[src/rtl/spm_pkg.sv]
package spm_pkg;
  typedef enum logic [2:0] {
    CMD_NONE  = 3'd0,
    CMD_LOAD  = 3'd1,
    CMD_ERASE = 3'd2,
    CMD_WRITE = 3'd3,
    CMD_LOCK  = 3'd4,
    CMD_REEN  = 3'd5
  } cmd_e;
endpackage

[src/rtl/spm_decode.sv]
module spm_decode
  import spm_pkg::*;
(
  input  logic [4:0] code,
  output cmd_e       kind
);
  always_comb begin
    unique case (code)
      5'b00001: kind = CMD_LOAD;
      5'b00011: kind = CMD_ERASE;
      5'b00101: kind = CMD_WRITE;
      5'b01001: kind = CMD_LOCK;
      5'b10001: kind = CMD_REEN;
      default:  kind = CMD_NONE;
    endcase
  end
endmodule

[src/rtl/spm_window.sv]
module spm_window #(
  parameter int WIN = 4
) (
  input  logic clk,
  input  logic rst,
  input  logic load,
  output logic open,
  output logic last
);
  localparam int CNT_W = $clog2(WIN + 1);
  localparam logic [CNT_W-1:0] CNT_MAX = CNT_W'(WIN);
  localparam logic [CNT_W-1:0] CNT_ONE = CNT_W'(1);

  logic [CNT_W-1:0] cnt_q;

  always_ff @(posedge clk) begin
    if (rst)              cnt_q <= '0;
    else if (load)        cnt_q <= CNT_MAX;
    else if (cnt_q != '0) cnt_q <= cnt_q - CNT_ONE;
  end

  assign open = (cnt_q != '0);
  assign last = (cnt_q == CNT_ONE);

  // the window never holds longer than WIN cycles without a reload
  p_window_bound_r2: assert property (@(posedge clk) disable iff (rst)
    (!load && cnt_q != '0) |=> (cnt_q == $past(cnt_q) - CNT_ONE));
endmodule

[src/rtl/spm_flash_if.sv]
module spm_flash_if
  import spm_pkg::*;
#(
  parameter int ADDR_W     = 16,
  parameter int DATA_W     = 16,
  parameter int PAGE_SHIFT = 7
) (
  input  logic              clk,
  input  logic              rst,
  input  logic              issue,
  input  cmd_e              kind,
  input  logic [ADDR_W-1:0] addr_ptr,
  input  logic [DATA_W-1:0] data_pair,
  output logic              fl_cmd_valid,
  output logic [2:0]        fl_cmd,
  output logic [ADDR_W-1:0] fl_addr,
  output logic [DATA_W-1:0] fl_data
);
  localparam int PAD_W = DATA_W - 8;

  always_ff @(posedge clk) begin
    if (rst) begin
      fl_cmd_valid <= 1'b0;
      fl_cmd       <= 3'd0;
      fl_addr      <= '0;
      fl_data      <= '0;
    end else begin
      fl_cmd_valid <= issue;
      if (issue) begin
        fl_cmd <= kind;
        unique case (kind)
          CMD_LOAD: begin
            fl_addr <= addr_ptr >> 1;
            fl_data <= data_pair;
          end
          CMD_ERASE, CMD_WRITE: begin
            fl_addr <= addr_ptr >> PAGE_SHIFT;
            fl_data <= '0;
          end
          CMD_LOCK: begin
            fl_addr <= '0;
            fl_data <= {{PAD_W{1'b0}}, data_pair[7:0]};
          end
          default: begin
            fl_addr <= '0;
            fl_data <= '0;
          end
        endcase
      end
    end
  end

  // each accepted strobe yields a single-cycle command pulse
  p_single_pulse_r3: assert property (@(posedge clk) disable iff (rst)
    fl_cmd_valid |=> !fl_cmd_valid);
endmodule

[src/rtl/spm_ctrl.sv]
module spm_ctrl
  import spm_pkg::*;
#(
  parameter int ADDR_W     = 16,
  parameter int DATA_W     = 16,
  parameter int PAGE_SHIFT = 7,
  parameter int RWW_LIMIT  = 384,
  parameter int WIN        = 4
) (
  input  logic              clk,
  input  logic              rst,
  input  logic              sw_wr,
  input  logic [4:0]        sw_wr_code,
  input  logic              sw_wr_ie,
  output logic [7:0]        sw_rd_data,
  input  logic              gie,
  input  logic              spm_strobe,
  input  logic [ADDR_W-1:0] addr_ptr,
  input  logic [DATA_W-1:0] data_pair,
  input  logic              fl_done,
  output logic              fl_cmd_valid,
  output logic [2:0]        fl_cmd,
  output logic [ADDR_W-1:0] fl_addr,
  output logic [DATA_W-1:0] fl_data,
  output logic              rww_busy,
  output logic              rdy_irq
);
  localparam logic [ADDR_W-1:0] RWW_PAGE_END = ADDR_W'(RWW_LIMIT);

  logic [4:0] ctl_q;
  logic       ie_q, rww_busy_q, op_busy_q;
  cmd_e       wr_kind, arm_kind;
  logic       wr_take, strobe_take, win_open, win_last, issue, in_rww;
  logic [ADDR_W-1:0] page;

  spm_decode u_dec_wr  (.code(sw_wr_code), .kind(wr_kind));
  spm_decode u_dec_arm (.code(ctl_q),      .kind(arm_kind));

  assign wr_take = sw_wr && (wr_kind != CMD_NONE) && !op_busy_q;

  spm_window #(.WIN(WIN)) u_win (
    .clk(clk), .rst(rst), .load(wr_take), .open(win_open), .last(win_last)
  );

  assign strobe_take = spm_strobe && win_open && ctl_q[0] && !op_busy_q && !wr_take;
  assign issue       = strobe_take && (arm_kind != CMD_REEN) && (arm_kind != CMD_NONE);
  assign page        = addr_ptr >> PAGE_SHIFT;
  assign in_rww      = (page < RWW_PAGE_END);

  always_ff @(posedge clk) begin
    if (rst) begin
      ctl_q      <= '0;
      ie_q       <= 1'b0;
      rww_busy_q <= 1'b0;
      op_busy_q  <= 1'b0;
    end else begin
      if (sw_wr) ie_q <= sw_wr_ie;
      if (wr_take) begin
        ctl_q <= sw_wr_code;
      end else if (op_busy_q) begin
        if (fl_done) begin
          ctl_q     <= '0;
          op_busy_q <= 1'b0;
        end
      end else if (strobe_take) begin
        unique case (arm_kind)
          CMD_ERASE, CMD_WRITE: begin
            op_busy_q <= 1'b1;
            if (in_rww) rww_busy_q <= 1'b1;
          end
          CMD_LOAD, CMD_REEN: begin
            rww_busy_q <= 1'b0;
            ctl_q      <= '0;
          end
          default: ctl_q <= '0;
        endcase
      end else if (win_last) begin
        ctl_q <= '0;
      end
    end
  end

  spm_flash_if #(
    .ADDR_W(ADDR_W), .DATA_W(DATA_W), .PAGE_SHIFT(PAGE_SHIFT)
  ) u_fl (
    .clk(clk), .rst(rst), .issue(issue), .kind(arm_kind),
    .addr_ptr(addr_ptr), .data_pair(data_pair),
    .fl_cmd_valid(fl_cmd_valid), .fl_cmd(fl_cmd),
    .fl_addr(fl_addr), .fl_data(fl_data)
  );

  assign sw_rd_data = {ie_q, rww_busy_q, 1'b0, ctl_q};
  assign rww_busy   = rww_busy_q;
  assign rdy_irq    = ie_q && gie && !ctl_q[0];

  // an armed idle command always sits inside an open window
  p_no_stale_arm_r2: assert property (@(posedge clk) disable iff (rst)
    (ctl_q[0] && !op_busy_q) |-> win_open);

  // enable stays high for the whole erase/write
  p_en_held_r5: assert property (@(posedge clk) disable iff (rst)
    op_busy_q |-> ctl_q[0]);

  // a flash command follows a strobe edge
  p_cmd_from_strobe_r3: assert property (@(posedge clk) disable iff (rst)
    fl_cmd_valid |-> $past(spm_strobe));

  // an illegal code written from idle leaves the command bits clear
  p_illegal_ignored_r1: assert property (@(posedge clk) disable iff (rst)
    (sw_wr && wr_kind == CMD_NONE && ctl_q == '0 && !op_busy_q) |=> (ctl_q == '0));

  // the busy flag cannot drop during an erase/write
  p_busy_kept_r8: assert property (@(posedge clk) disable iff (rst)
    (op_busy_q && rww_busy_q) |=> rww_busy_q);
endmodule

[config.mk]
export PLATFORM = sky130hd
export DESIGN_NAME = spm_ctrl
export DESIGN_NICKNAME = d
export VERILOG_FILES = /design/src/rtl/spm_pkg.sv /design/src/rtl/spm_decode.sv /design/src/rtl/spm_window.sv /design/src/rtl/spm_flash_if.sv /design/src/rtl/spm_ctrl.sv
export SDC_FILE = /design/constraint.sdc
export NUM_CORES = 1
export LEC_CHECK = 0
export ABC_CLOCK_PERIOD_IN_PS = 4100
export BUFFER_PORTS_ARGS = -buffer_cell sky130_fd_sc_hd__buf_2
export CORE_ASPECT_RATIO = 0.8
export CORE_MARGIN = 4
export CORE_UTILIZATION = 53
export CTS_BUF_LIST = sky130_fd_sc_hd__clkbuf_4 sky130_fd_sc_hd__clkbuf_8
export CTS_CLUSTER_SIZE = 40
export DETAILED_ROUTE_END_ITERATION = 12
export GPL_ROUTABILITY_DRIVEN = 0
export GPL_TIMING_DRIVEN = 0
export MAX_ROUTING_LAYER = met4
export PLACE_DENSITY = 0.88
export SYNTH_ARGS = -nofsm -noshare
export SYNTH_HDL_FRONTEND = slang
export SYNTH_SLANG_ARGS = --single-unit
[constraint.sdc]
create_clock -name clk -period 4.1 [get_ports clk]
set_clock_uncertainty 0.05 [all_clocks]
set_input_delay 0.41 -clock clk [delete_from_list [all_inputs] [get_ports clk]]
set_output_delay 0.41 -clock clk [all_outputs]
set_load 0.01 [all_outputs]
Yosys cells after proc, flatten, opt, wreduce, memory -nomap -nowiden:

Cells that the tools add are included.

* bits of input ports: 44
* logic and storage cells: 76
* flip-flop bits (word level): 47
* output and inout port bits: 46

* equal/unequal tests: 20
* order comparisons: 1
* add/subtract/negate cells: 1
* bitwise gates (word level): 2
* reductions and logical operators: 24
* muxes and demuxes: 18

Operators with widths (number)
* $pmux W16 S2: 1
* $mux W5: 6
* $pmux W15 S2: 1
* $pmux W3 S5: 2
* $eq A5 B1 Y1 const B: 2
* $eq A5 B2 Y1 const B: 2
* $eq A5 B3 Y1 const B: 2
* $eq A5 B4 Y1 const B: 2
* $eq A5 B5 Y1 const B: 2
* $logic_and A1 B1 Y1: 10
* $lt A9 B9 Y1 const B: 1
* $reduce_bool A3 Y1: 3
* $eq A3 B1 Y1 const B: 2
* $eq A3 B2 Y1 const B: 2
* $eq A3 B3 Y1 const B: 2
* $mux W3: 2
* $reduce_or A2 Y1: 3
* $mux W1: 5
* $reduce_and A5 Y1: 1
* $ne A4 B4 Y1 const B: 1
* $reduce_bool A2 Y1: 2
* $reduce_bool A4 Y1: 1
* $logic_not A1 Y1: 3
* $ne A3 B2 Y1 const B: 1
* 6 further kinds: 7

Longest topological paths before layout:

* depth in word-level cells: 10
* mapped depth: 8
* gate-level depth less buffers: 6

By module:

From an unflattened synthesis, not the netlist that was laid out.

* cells, all modules: 230
* area total of the unflattened synthesis: 2122.0 um^2

By module, submodules not included
* spm_flash_if: sequential area each 700.7 um^2, area each 1435.1 um^2, instances 1, cells an instance 149
* spm_ctrl: sequential area each 160.2 um^2, area each 401.6 um^2, instances 1, cells an instance 51
* spm_window: sequential area each 60.1 um^2, area each 182.7 um^2, instances 1, cells an instance 18
* spm_decode: sequential area each 0.0 um^2, area each 51.3 um^2, instances 2, cells an instance 6

Least setup slack after synthesis:

OpenSTA, ideal clock, no wires.

* kind: input port to flip-flop
* start: in sw_wr_code[1]
* end: reg u_fl.fl_addr[11]
* stages on the path: 6
* path slack: 2255 ps
* data required time: 3933 ps
* buffers on the path: 2
* setup time: 117 ps
* arrival time: 1678 ps
* cell sequence: or3_1 o221a_4 and4b_1 buf_4 buf_8 a22o_1

* cells in the longest elaborated chain, start to end: 9
* elaborated cells between the ends (all ways): 13
* those cells by class: 5 x eq/ne; 1 x mux; 7 x reduce/logical

Ends and longest elaborated chain
* from (decl): RTL line spm_ctrl.sv:13 `input logic [4:0] sw_wr_code,`
* $eq A5 B5 Y1 (tied with other cells): RTL line spm_decode.sv:8 `unique case (code)`
* $pmux W3 S5 (*): RTL line spm_decode.sv:8
* $reduce_bool A3 Y1 (*): RTL line spm_ctrl.sv:39 `assign wr_take = sw_wr && (wr_kind != CMD_NONE) && !op_busy_q;`
* $logic_and A1 B1 Y1 (*) (2 in a row): RTL line spm_ctrl.sv:39
* $logic_not A1 Y1 (*): RTL line spm_ctrl.sv:45 `assign strobe_take = spm_strobe && win_open && ctl_q[0] && !op_busy_q && !wr_take;`
* $logic_and A1 B1 Y1 (*): RTL line spm_ctrl.sv:45
* $logic_and A1 B1 Y1 (*) (2 in a row): RTL line spm_ctrl.sv:46 `assign issue = strobe_take && (arm_kind != CMD_REEN) && (arm_kind != CMD_NONE);`
* to (signal assigned): RTL line spm_flash_if.sv:33 `fl_addr <= addr_ptr >> 1;`
* to (signal assigned): RTL line spm_flash_if.sv:37 `fl_addr <= addr_ptr >> PAGE_SHIFT;`
* to (decl): RTL line spm_flash_if.sv:16 `output logic [ADDR_W-1:0] fl_addr,`

Every way passes the cells marked *; elsewhere a longest branch is shown, timed or not.
A chain may end at the register's enable or synchronous reset.

Final worst setup path:

* start: reg u_win.cnt_q[0]
* end: reg op_busy_q

* cells in the longest elaborated chain, start to end: 7

Ends and longest elaborated chain
* from (decl): RTL line spm_window.sv:14 `logic [CNT_W-1:0] cnt_q;`
* from (signal assigned): RTL line spm_window.sv:19 `else if (cnt_q != '0) cnt_q <= cnt_q - CNT_ONE;`
* $reduce_bool A3 Y1: RTL line spm_window.sv:22 `assign open = (cnt_q != '0);`
* $logic_and A1 B1 Y1 (4 in a row): RTL line spm_ctrl.sv:45
* $mux W1: RTL line spm_ctrl.sv:65 `end else if (strobe_take) begin`
* $mux W1: RTL line spm_ctrl.sv:60 `end else if (op_busy_q) begin`
* to (signal assigned): RTL line spm_ctrl.sv:55 `op_busy_q <= 1'b0;`
* to (signal assigned): RTL line spm_ctrl.sv:63 `op_busy_q <= 1'b0;`
* to (signal assigned): RTL line spm_ctrl.sv:68 `op_busy_q <= 1'b1;`
* to (decl): RTL line spm_ctrl.sv:31 `logic ie_q, rww_busy_q, op_busy_q;`

No other way between the ends.

==> impl_metrics.json <==
{
  "clk_pin_slew_ns": 0.09,
  "p_total_w": 0.000928,
  "place_area_mm2": 0.00259,
  "period_share_pct": 52.1,
  "instances_no_fill": 356,
  "fin_setup_tns_ns": 0,
  "syn2layout_area_growth_pct": 28.0,
  "clock_latency_ns": 0.30,
  "synth_flop_cell": "dfxtp_1",
  "drv_slew": 0,
  "grt_start_max_net_pins": 15,
  "layout-drive-gt1-share_pct": 36.9,
  "drt-pass1-iter-count": 4,
  "leakagePower_nw": 1.25,
  "yosys_register_bits": 46,
  "min_delay_path_depth": 2,
  "dieArea_mm2": 0.00503,
  "tightest_slew_ns": 0.949,
  "row_count": 20,
  "final.fill_count": 326,
  "cts-root-buf": "clkbuf_8",
  "crit_path_end_kind": "register",
  "drtIter0Drc": 151,
  "grt_use_met2_pct": 38.1,
  "setup_violations": 0,
  "ys_warn_count": 0,
  "grt.busiest_layer": "met2",
  "die_w_um": 78.3,
  "synth_area_leaders": "dfxtp_1, a22o_1, mux2i_1",
  "holdCritPathClass": "in2reg",
  "startpoint_type": "register",
  "worst-path-max-fanout": 10,
  "met3_usage_pct": 5.07,
  "path_class": "reg2reg",
  "p_per_area_mw_per_mm2": 345,
  "seq_area_frac_synth_pct": 43.9,
  "start_util_pct": 55.1,
  "cts_tree": "done",
  "peakVddDrop_mv": 0.259,
  "synth.avg_cell_area_um2": 10.1,
  "grt_pass1_vias": 1872,
  "synth_edf_count": 0,
  "fin_util_pct": 70.6,
  "nNetsFinal": 347,
  "synthCells": 207,
  "ctsHtreeMaxLevel": 2,
  "synth_cell_types": 49,
  "status": "finished, final reports clean",
  "dp.cells": 348,
  "postCtsSetupBuffers": 0,
  "grt_pass1_wl_mm": 8.94,
  "clk_path_buf_depth": 2,
  "io_pins": 90,
  "rsz0062_at_grt": "no",
  "use_met1_pct": 28.7,
  "mostFrequentLayoutCells": "buf_2, dfxtp_1, a22o_1",
  "max_freq_ghz": 0.468,
  "die_h_um": 64.3,
  "yosys.area.top_type": "dfxtp_1",
  "grt_overflow_total": 0,
  "synth.cell_area_mm2": 0.00210,
  "io_buffer_count": 85,
  "final_common_cell": "buf_2",
  "clock_sinks": 46,
  "vias": 1992,
  "reg2reg_depth": 7,
  "wl_per_cell_um": 15.8,
  "coreArea_mm2": 0.00380,
  "synth_top_area_share_pct": 43.9,
  "cp_data_arrival_time_ns": 2.31,
  "cts_hold_buf": 0,
  "drc": 0,
  "fin_area_mm2": 0.00269,
  "relSlewSlack_pct": 36.2,
  "routed_wl_mm": 5.63,
  "numCtsBuffers": 5,
  "cp.required_ns": 4.28,
  "ant_nets": 0,
  "grt.total_usage_pct": 23.8,
  "num_antenna_cells": 0,
  "hold_viol_final": 0,
  "maxCapViolations": 0,
  "async_flop_share_pct": 0,
  "hpwlAfterDp_mm": 4.16,
  "min_period_ns": 2.14,
  "via_per_inst": 5.60,
  "cts_resized": 0,
  "antenna_found_initial": 0
}
[flip-flops by register name, indices dropped and copies added (netlist names)]
register,count
rww_busy,1
u_fl.fl_cmd_valid,1
ctl_q,5
u_fl.fl_cmd,3
u_fl.fl_data,16
op_busy_q,1
ie_q,1
u_fl.fl_addr,15
u_win.cnt_q,3
[critical path, stage by stage (launching register included)]
cell	delay (ns)
dfxtp_1	0.34
inv_1	0.08
ha_1	0.22
nor2b_1	0.17
nor2_1	0.34
buf_1	0.43
nand3_1	0.24
a21oi_1	0.21
[per-stage QoR]
step	worst slack, ns	hold WS, ns
6_report	1.96	0.251
3_5_place_dp	2.00	0.413
2_1_floorplan	2.26	0.421
5_1_grt	1.79	0.262
3_3_place_gp	2.02	0.406
4_1_cts	2.02	0.253
[logic make-up after synthesis]
logic type | after synthesis | share of synthesized area, %
AO/OA/AOI/OAI | 64 | 25.3
XOR/XNOR | 3 | 1.25
adder cells (fa/ha/maj) | 5 | 2.80
buffers and inverters | 22 | 5.73
flip-flops | 46 | 43.9
multiplexers | 12 | 5.79
other | 1 | 0.179
AND/OR/NAND/NOR | 54 | 15.0
[metal layers]
layer | part of all wire (%) | up-vias | wire length (um)
met5 | 0 | - | 0
met4 | 1.8 | 0 | 104
met3 | 9.2 | 10 | 516
li1 | - | 963 | -
met1 | 43 | 932 | 2410
met2 | 46 | 87 | 2600
[area by class of cell]
type	instances	area, um^2	area share (%)
plain buffers	17	101	3.77
clock buffers	6	76.3	2.84
clock inverters	2	13.8	0.513
inverters	5	18.8	0.699
multi-input cells	140	1060	39.5
flip-flops and latches	46	921	34.3
well taps	55	68.8	2.56
repair buffers	85	425	15.8
[worst paths after layout]
path | startpoint | to | slack [ns]
min | data_pair[10] | u_fl.fl_data[10] | 0.25
max | u_win.cnt_q[0] | op_busy_q | 1.96
min reg2reg | u_fl.fl_cmd[2] | u_fl.fl_cmd[2] | 0.43
max reg2reg | u_win.cnt_q[0] | op_busy_q | 1.96
[synthesized netlist by cell type, drive strengths merged, types with 2 or more instances]
cell type / n
dfxtp: 46
a22o: 18
nand2b: 13
a211oi: 12
a31oi: 11
buf: 11
mux2i: 11
nand2: 11
nor2: 10
a22oi: 9
clkbuf: 6
inv: 5
a21oi: 4
ha: 3
nor2b: 3
nor3: 3
xnor2: 3
and3: 2
maj3: 2
nand3: 2
or2: 2
[power breakdown]
group | leakage, nW | internal [W] | switching (W)
clock | 0.0486 | 0.000127 | 0.000154
sequential | 0.372 | 0.000462 | 0.0000132
combinational | 0.828 | 0.0000760 | 0.0000961
Note: power is estimated with default switching activity, not from simulation.
